[src/rtl/nb_pkg.sv]
package nb_pkg;
  localparam int WORD_W = 32;

  localparam logic [7:0] OFF_BLKSZ  = 8'h04;
  localparam logic [7:0] OFF_BLKCNT = 8'h06;
  localparam logic [7:0] OFF_XFER   = 8'h0C;
  localparam logic [7:0] OFF_CMD    = 8'h0E;

  typedef enum logic [2:0] {
    ST_IDLE,
    ST_RD1,
    ST_RD2,
    ST_WR,
    ST_WAIT
  } br_state_e;

  function automatic logic [WORD_W-1:0] lane_mask(input logic [1:0] size);
    case (size)
      2'd0:    lane_mask = 32'h0000_00FF;
      2'd1:    lane_mask = 32'h0000_FFFF;
      default: lane_mask = 32'hFFFF_FFFF;
    endcase
  endfunction
endpackage

[src/rtl/lane_extract.sv]
module lane_extract
  import nb_pkg::*;
(
  input  logic [WORD_W-1:0] base,
  input  logic [1:0]        off,
  input  logic [1:0]        size,
  output logic [WORD_W-1:0] ext
);
  logic [4:0] sh;

  always_comb begin
    sh  = size[1] ? 5'd0 : {off, 3'b000};
    ext = (base >> sh) & lane_mask(size);
  end
endmodule

[src/rtl/lane_merge.sv]
module lane_merge
  import nb_pkg::*;
(
  input  logic [WORD_W-1:0] base,
  input  logic [1:0]        off,
  input  logic [1:0]        size,
  input  logic [WORD_W-1:0] wdata,
  output logic [WORD_W-1:0] merged
);
  logic [4:0]        sh;
  logic [WORD_W-1:0] m;

  always_comb begin
    sh     = size[1] ? 5'd0 : {off, 3'b000};
    m      = lane_mask(size) << sh;
    merged = (base & ~m) | ((wdata & lane_mask(size)) << sh);
  end
endmodule

[src/rtl/settle_timer.sv]
module settle_timer #(
  parameter int SYS_CLK_HZ    = 200_000_000,
  parameter int SLOW_LIMIT_HZ = 400_000,
  parameter int CARD_PERIODS  = 4,
  parameter int ZERO_CLK_US   = 10
) (
  input  logic        clk,
  input  logic        rst,
  input  logic        start,
  input  logic [31:0] card_hz,
  output logic        busy
);
  localparam int DIV    = SYS_CLK_HZ / 1_000_000;
  localparam int PW     = $clog2(DIV + 1);
  localparam int US_W   = $clog2(ZERO_CLK_US + 1);
  localparam int THRESH = CARD_PERIODS * 1_000_000;

  logic [PW-1:0]   pre;
  logic [US_W-1:0] us_cnt;
  logic [33:0]     acc;
  logic [31:0]     hz_q;
  logic [US_W-1:0] us_nxt;
  logic [33:0]     acc_nxt;

  always_comb begin
    us_nxt  = us_cnt + 1'b1;
    acc_nxt = acc + {2'b00, hz_q};
  end

  always_ff @(posedge clk) begin
    if (rst) begin
      busy   <= 1'b0;
      pre    <= '0;
      us_cnt <= '0;
      acc    <= '0;
      hz_q   <= '0;
    end else if (start) begin
      busy   <= (card_hz <= 32'(SLOW_LIMIT_HZ));
      hz_q   <= card_hz;
      pre    <= '0;
      us_cnt <= '0;
      acc    <= '0;
    end else if (busy) begin
      if (pre == PW'(DIV - 1)) begin
        pre    <= '0;
        us_cnt <= us_nxt;
        acc    <= acc_nxt;
        if (hz_q == 32'd0) begin
          if (us_nxt == US_W'(ZERO_CLK_US)) busy <= 1'b0;
        end else if (acc_nxt >= 34'(THRESH)) begin
          busy <= 1'b0;
        end
      end else begin
        pre <= pre + 1'b1;
      end
    end
  end


  fast_clk_nodelay_chk: assert property (@(posedge clk) disable iff (rst)
    (start && card_hz > 32'(SLOW_LIMIT_HZ)) |=> !busy);


  zero_clk_delay_chk: assert property (@(posedge clk) disable iff (rst)
    (start && card_hz == 32'd0) |=> busy);
endmodule

[src/rtl/narrow_access_bridge.sv]
module narrow_access_bridge
  import nb_pkg::*;
#(
  parameter int AW            = 8,
  parameter int SYS_CLK_HZ    = 200_000_000,
  parameter int SLOW_LIMIT_HZ = 400_000,
  parameter int CARD_PERIODS  = 4,
  parameter int ZERO_CLK_US   = 10
) (
  input  logic              clk,
  input  logic              rst,
  input  logic              up_req,
  input  logic              up_we,
  input  logic [1:0]        up_size,
  input  logic [AW-1:0]     up_addr,
  input  logic [WORD_W-1:0] up_wdata,
  input  logic [31:0]       card_hz,
  output logic              up_ready,
  output logic              up_rvalid,
  output logic [WORD_W-1:0] up_rdata,
  output logic              dn_rd,
  output logic              dn_wr,
  output logic [AW-1:0]     dn_addr,
  output logic [WORD_W-1:0] dn_wdata,
  input  logic [WORD_W-1:0] dn_rdata
);
  localparam logic [AW-1:0] A_BLKSZ  = AW'(OFF_BLKSZ);
  localparam logic [AW-1:0] A_BLKCNT = AW'(OFF_BLKCNT);
  localparam logic [AW-1:0] A_XFER   = AW'(OFF_XFER);
  localparam logic [AW-1:0] A_CMD    = AW'(OFF_CMD);

  br_state_e         st;
  logic              we_q;
  logic [1:0]        sz_q;
  logic [1:0]        off_q;
  logic [WORD_W-1:0] wd_q;
  logic [WORD_W-1:0] shadow_blk;
  logic [WORD_W-1:0] shadow_cmd;
  logic              cmd_pend;
  logic              tmr_busy;

  logic              accept;
  logic              is_half;
  logic              hit_blk;
  logic              hit_xfer;
  logic              hit_cmd;
  logic [AW-1:0]     up_word;
  logic [WORD_W-1:0] sh_base;
  logic [WORD_W-1:0] sh_merged;
  logic [WORD_W-1:0] rmw_merged;
  logic [WORD_W-1:0] rd_ext;

  always_comb begin
    accept   = up_req && up_ready;
    is_half  = (up_size == 2'd1);
    hit_blk  = is_half && (up_addr == A_BLKSZ || up_addr == A_BLKCNT);
    hit_xfer = is_half && (up_addr == A_XFER);
    hit_cmd  = is_half && (up_addr == A_CMD);
    up_word  = {up_addr[AW-1:2], 2'b00};
    sh_base  = (hit_cmd || hit_xfer) ? shadow_cmd : shadow_blk;
  end

  lane_merge u_sh_merge (
    .base   (sh_base),
    .off    (up_addr[1:0]),
    .size   (up_size),
    .wdata  (up_wdata),
    .merged (sh_merged)
  );

  lane_merge u_rmw_merge (
    .base   (dn_rdata),
    .off    (off_q),
    .size   (sz_q),
    .wdata  (wd_q),
    .merged (rmw_merged)
  );

  lane_extract u_rd_ext (
    .base (dn_rdata),
    .off  (off_q),
    .size (sz_q),
    .ext  (rd_ext)
  );

  settle_timer #(
    .SYS_CLK_HZ    (SYS_CLK_HZ),
    .SLOW_LIMIT_HZ (SLOW_LIMIT_HZ),
    .CARD_PERIODS  (CARD_PERIODS),
    .ZERO_CLK_US   (ZERO_CLK_US)
  ) u_timer (
    .clk     (clk),
    .rst     (rst),
    .start   (st == ST_WR),
    .card_hz (card_hz),
    .busy    (tmr_busy)
  );

  always_ff @(posedge clk) begin
    if (rst) begin
      st         <= ST_IDLE;
      up_ready   <= 1'b1;
      up_rvalid  <= 1'b0;
      up_rdata   <= '0;
      dn_rd      <= 1'b0;
      dn_wr      <= 1'b0;
      dn_addr    <= '0;
      dn_wdata   <= '0;
      we_q       <= 1'b0;
      sz_q       <= '0;
      off_q      <= '0;
      wd_q       <= '0;
      shadow_blk <= '0;
      shadow_cmd <= '0;
      cmd_pend   <= 1'b0;
    end else begin
      dn_rd     <= 1'b0;
      dn_wr     <= 1'b0;
      up_rvalid <= 1'b0;
      case (st)
        ST_IDLE: begin
          if (accept) begin
            we_q  <= up_we;
            sz_q  <= up_size;
            off_q <= up_addr[1:0];
            wd_q  <= up_wdata;
            if (!up_we) begin
              dn_rd    <= 1'b1;
              dn_addr  <= up_word;
              up_ready <= 1'b0;
              st       <= ST_RD1;
            end else if (up_size[1]) begin
              dn_wr    <= 1'b1;
              dn_addr  <= up_word;
              dn_wdata <= up_wdata;
              up_ready <= 1'b0;
              st       <= ST_WR;
            end else if (hit_blk) begin
              shadow_blk <= sh_merged;
            end else if (hit_xfer) begin
              shadow_cmd <= sh_merged;
            end else if (hit_cmd) begin
              shadow_cmd <= sh_merged;
              dn_wr      <= 1'b1;
              up_ready   <= 1'b0;
              st         <= ST_WR;
              if (shadow_blk != '0) begin
                dn_addr    <= A_BLKSZ;
                dn_wdata   <= shadow_blk;
                shadow_blk <= '0;
                cmd_pend   <= 1'b1;
              end else begin
                dn_addr  <= up_word;
                dn_wdata <= sh_merged;
              end
            end else begin
              dn_rd    <= 1'b1;
              dn_addr  <= up_word;
              up_ready <= 1'b0;
              st       <= ST_RD1;
            end
          end
        end
        ST_RD1: st <= ST_RD2;
        ST_RD2: begin
          if (we_q) begin
            dn_wr    <= 1'b1;
            dn_wdata <= rmw_merged;
            st       <= ST_WR;
          end else begin
            up_rdata  <= rd_ext;
            up_rvalid <= 1'b1;
            up_ready  <= 1'b1;
            st        <= ST_IDLE;
          end
        end
        ST_WR: st <= ST_WAIT;
        ST_WAIT: begin
          if (!tmr_busy) begin
            if (cmd_pend) begin
              dn_wr    <= 1'b1;
              dn_addr  <= A_XFER;
              dn_wdata <= shadow_cmd;
              cmd_pend <= 1'b0;
              st       <= ST_WR;
            end else begin
              up_ready <= 1'b1;
              st       <= ST_IDLE;
            end
          end
        end
        default: st <= ST_IDLE;
      endcase
    end
  end


  dn_aligned_chk: assert property (@(posedge clk) disable iff (rst)
    (dn_rd || dn_wr) |-> (dn_addr[1:0] == 2'b00));


  dn_exclusive_chk: assert property (@(posedge clk) disable iff (rst)
    !(dn_rd && dn_wr));


  busy_not_ready_chk: assert property (@(posedge clk) disable iff (rst)
    (dn_rd || dn_wr) |-> !up_ready);


  rvalid_pulse_chk: assert property (@(posedge clk) disable iff (rst)
    up_rvalid |=> !up_rvalid);


  flush_cleared_chk: assert property (@(posedge clk) disable iff (rst)
    (dn_wr && cmd_pend) |-> (shadow_blk == '0));
endmodule

[config.mk]
export PLATFORM = sky130hd
export DESIGN_NAME = narrow_access_bridge
export DESIGN_NICKNAME = d
export VERILOG_FILES = /design/src/rtl/nb_pkg.sv /design/src/rtl/lane_extract.sv /design/src/rtl/lane_merge.sv /design/src/rtl/settle_timer.sv /design/src/rtl/narrow_access_bridge.sv
export SDC_FILE = /design/constraint.sdc
export NUM_CORES = 1
export LEC_CHECK = 0
export ABC_CLOCK_PERIOD_IN_PS = 6200
export CAP_MARGIN = 20
export CORE_ASPECT_RATIO = 1.25
export CORE_MARGIN = 2
export CORE_UTILIZATION = 45
export DETAILED_ROUTE_END_ITERATION = 12
export PLACE_DENSITY_LB_ADDON = 0.12
export REMOVE_ABC_BUFFERS = 1
export SYNTH_ARGS = -nofsm -noshare
export SYNTH_HDL_FRONTEND = slang
export SYNTH_SLANG_ARGS = --single-unit
export TNS_END_PERCENT = 30
[constraint.sdc]
create_clock -name clk -period 6.2 [get_ports clk]
set_clock_uncertainty 0.2 [all_clocks]
set_input_delay 1.24 -clock clk [delete_from_list [all_inputs] [get_ports clk]]
set_output_delay 1.24 -clock clk [all_outputs]
set_load 0.02 [all_outputs]
==> impl_metrics.yaml <==
outcome:
  status: "finished clean"
synthesis:
  synth_edf_count: 0
  syn_area_um2: 14370
  ys.flop_type: "dfxtp_1"
  synth_cell_types: 80
  syn_inst: 1920
  ys_seq_area_share_pct: 35.96
  ys_warn_count: 0
  synthArstFlopShare_pct: 0
  avgSynthCellArea_um2: 7.482
  ys_ff_latch: 258
global_route:
  grt-ovfl-total: 0
  grt_use_met2_pct: 52.60
  track_usage_pct: 30.13
  grt_antenna_before_repair: 1
  grt_pass1_wl_um: 79130
  grt_busiest_layer: "met2"
  use_met3_pct: 3.335
  grt_max_degree: 130
  grt_pass1_vias: 13988
  grt_util_met1_pct: 36.66
drt:
  ant_nets: 0
  vias_per_cell: 6.109
  vias: 14954
  dr.pass1.iters: 6
  wl_per_cell_um: 21.05
  first_iter_violations: 1411
  routed_wl_um: 51530
  drcViolationCount: 0
critical_path:
  start_kind: "input pin"
  critPathMaxFanout: 32
  reg2reg_to: "u_timer.busy"
  critPathLaunch: "up_size[0]"
  reg2reg_depth: 12
  r2r_slack_ns: 2.19
  critPathCapture: "shadow_blk[5]"
  required_ns: 6.49
  critPathKind: "in -> reg"
  crit_arrival_ns: 4.40
  cp-end-kind: "flip-flop"
  reg2reg_from: "u_timer.hz_q[0]"
clock_network:
  h-tree-depth: 1
  insertion_delay_ns: 0.56
  clk_pin_slew_ns: 0.06
  cts_tree: "done"
  clockBufferDepth: 3
  root_buffer: "clkbuf_16"
  post_cts_buffers: 0
  cts_hold_buf: 0
  clkSinkCount: 258
  cts_inserted_buffers: 28
  ctsResizeCount: 0
timing:
  rsz0062_at_grt: "false"
  fin_crit_sh_pct: 66.25
  hold_viol_final: 0
  tns_ns: 0
  slew_violations: 0
  finalSetupViolCount: 0
  worstMarginPinSlew_ns: 1.169
  maxSlewHeadroom_pct: 21.41
  whs_ns: 0.2520
  period_minus_slack_ns: 4.107
  fmax_mhz: 243.5
final_layout:
  mostFrequentLayoutCell: "nand2_1"
  fin_nets: 2162
  nFillCells: 3159
  layout_common_cells: "nand2_1, a21oi_1, nor2_1, dfxtp_1, clkdlybuf4s50_1"
  finalNonFillerCells: 2448
  synthToLayoutAreaGrowth_pct: 20.15
  drive_gt1_share_pct: 5.602
power:
  ir_drop_v: 0.0002136
  finalPower_mw: 4.652
  leakage_nw: 6.284
  power_density_nw_per_um2: 269.5
placed_design:
  place_hpwl_um: 36770
  portBuffers: 183
  globalplace.congestion: 0.9224
  dp_cells: 2396
run:
  max_cap_violations: 0
worst_hold_path:
  hp-class: "reg -> reg"
  hold_depth: 2
floorplanning:
  initial_utilization_pct: 45.45
  fp-row-count: 73
  die_y_um: 203.8
  coreArea_um2: 31600
  ioPinCount: 186
  dieArea_um2: 33380
  die_w_um: 163.8
logic make-up (layout without fill, tap and decap cells):
logic type / Yosys count / after routing / synth area share, %
muxes: 36 / 36 / 2.578
DFF: 258 / 258 / 35.96
and+or+nand+nor: 755 / 755 / 22.72
xor gates and xnor gates: 33 / 33 / 2.012
buffers and inverters: 170 / 284 / 4.791
AOI/OAI and AO/OA: 631 / 631 / 28.73
adders and majority gates: 36 / 36 / 3.188
other: 1 / 3 / 0.02611
worst min-delay path by stage:
stage                            start      endpoint  slack, ns
final                     up_rdata[28]  up_rdata[28]       0.25
after global routing          wd_q[27]      wd_q[27]       0.27
after CTS                 up_rdata[28]  up_rdata[28]       0.25
after detailed placement  up_rdata[28]  up_rdata[28]       0.24
after global placement    up_rdata[28]  up_rdata[28]       0.24
after floorplan               wd_q[16]      wd_q[16]       0.23
routing by layer:
| layer | vias to the layer above | share of wire (%) |
|---|---|---|
| li1 | 7126 | - |
| met1 | 7070 | 39 |
| met2 | 625 | 50 |
| met3 | 133 | 6.3 |
| met4 | 0 | 4.9 |
| met5 | - | 0 |
synth_stat cells (all sizes together) (5+ instances only):
cell	instances	share of area, %
xnor2	16	0.98
dfxtp	258	36
nor4	27	1.3
ha	35	3.0
a21oi	275	9.6
nand3	36	1.3
a31oi	9	0.44
o311ai	10	0.61
inv	30	0.78
o221a	5	0.39
mux2	8	0.63
nand2	321	8.4
o21a	6	0.31
and3	6	0.26
a22o	8	0.49
a21o	13	0.68
mux2i	28	2.0
clkbuf	105	2.8
a222oi	16	1.1
a311oi	17	1.1
a22oi	63	3.3
or3	8	0.35
a211oi	54	2.9
o22a	8	0.49
nand4	16	0.70
a21boi	10	0.52
a32oi	9	0.55
o21bai	7	0.37
buf	35	1.3
nand2b	30	1.3
a221oi	19	1.3
o211ai	17	0.92
or2	5	0.22
xor2	17	1.0
nor2	261	6.8
nor3	17	0.63
o21ai	63	2.2
and2	10	0.47
per-stage QoR:
stage / utilization [%] / setup WS, ns / cell area (um^2)
detailed placement: 51.66 / 1.570 / 16330
finish: 54.61 / 2.093 / 17260
global placement: 51.66 / 1.646 / 16330
CTS: 54.54 / 2.153 / 17240
global route: 54.60 / 1.947 / 17260
floorplan: - / 0.1340 / 13790
layout make-up:
cell class / instances / area [um^2] / share of cell area, %
antenna: 1 / 2.502 / 0.01450
clock buffer: 38 / 799.5 / 4.632
clock inverter: 11 / 111.4 / 0.6452
inverter: 30 / 112.6 / 0.6525
multi-input combinational: 1493 / 8541 / 49.49
sequential: 258 / 5166 / 29.93
tap: 412 / 515.5 / 2.987
timing repair buffer: 205 / 2011 / 11.65
worst max-delay path, stage by stage:
cell	delay [ns]
clkdlybuf4s50_1	0.53
nor4b_2	0.23
and2_1	0.22
nand2_2	0.29
buf_4	0.48
or3_1	0.22
nor2_1	0.09
nor2_4	0.73
a22oi_1	0.20
nor2_1	0.15
report_power, final:
group	switching, mW	leakage [nW]	internal, mW
registers	0.0932	2.09	1.77
clock network	0.707	0.452	0.981
logic	0.685	3.74	0.412
total	1.49	6.28	3.17
state kept, by name (all words and copies together) (netlist names), 6 cells and up:
signal and flops:
u_timer.hz_q 32, dn_wdata 32, up_rdata 32, u_timer.pre 8, u_timer.acc 34, shadow_cmd 32
shadow_blk 32, wd_q 32, dn_addr 6
(Power assumes the default switching activity.)
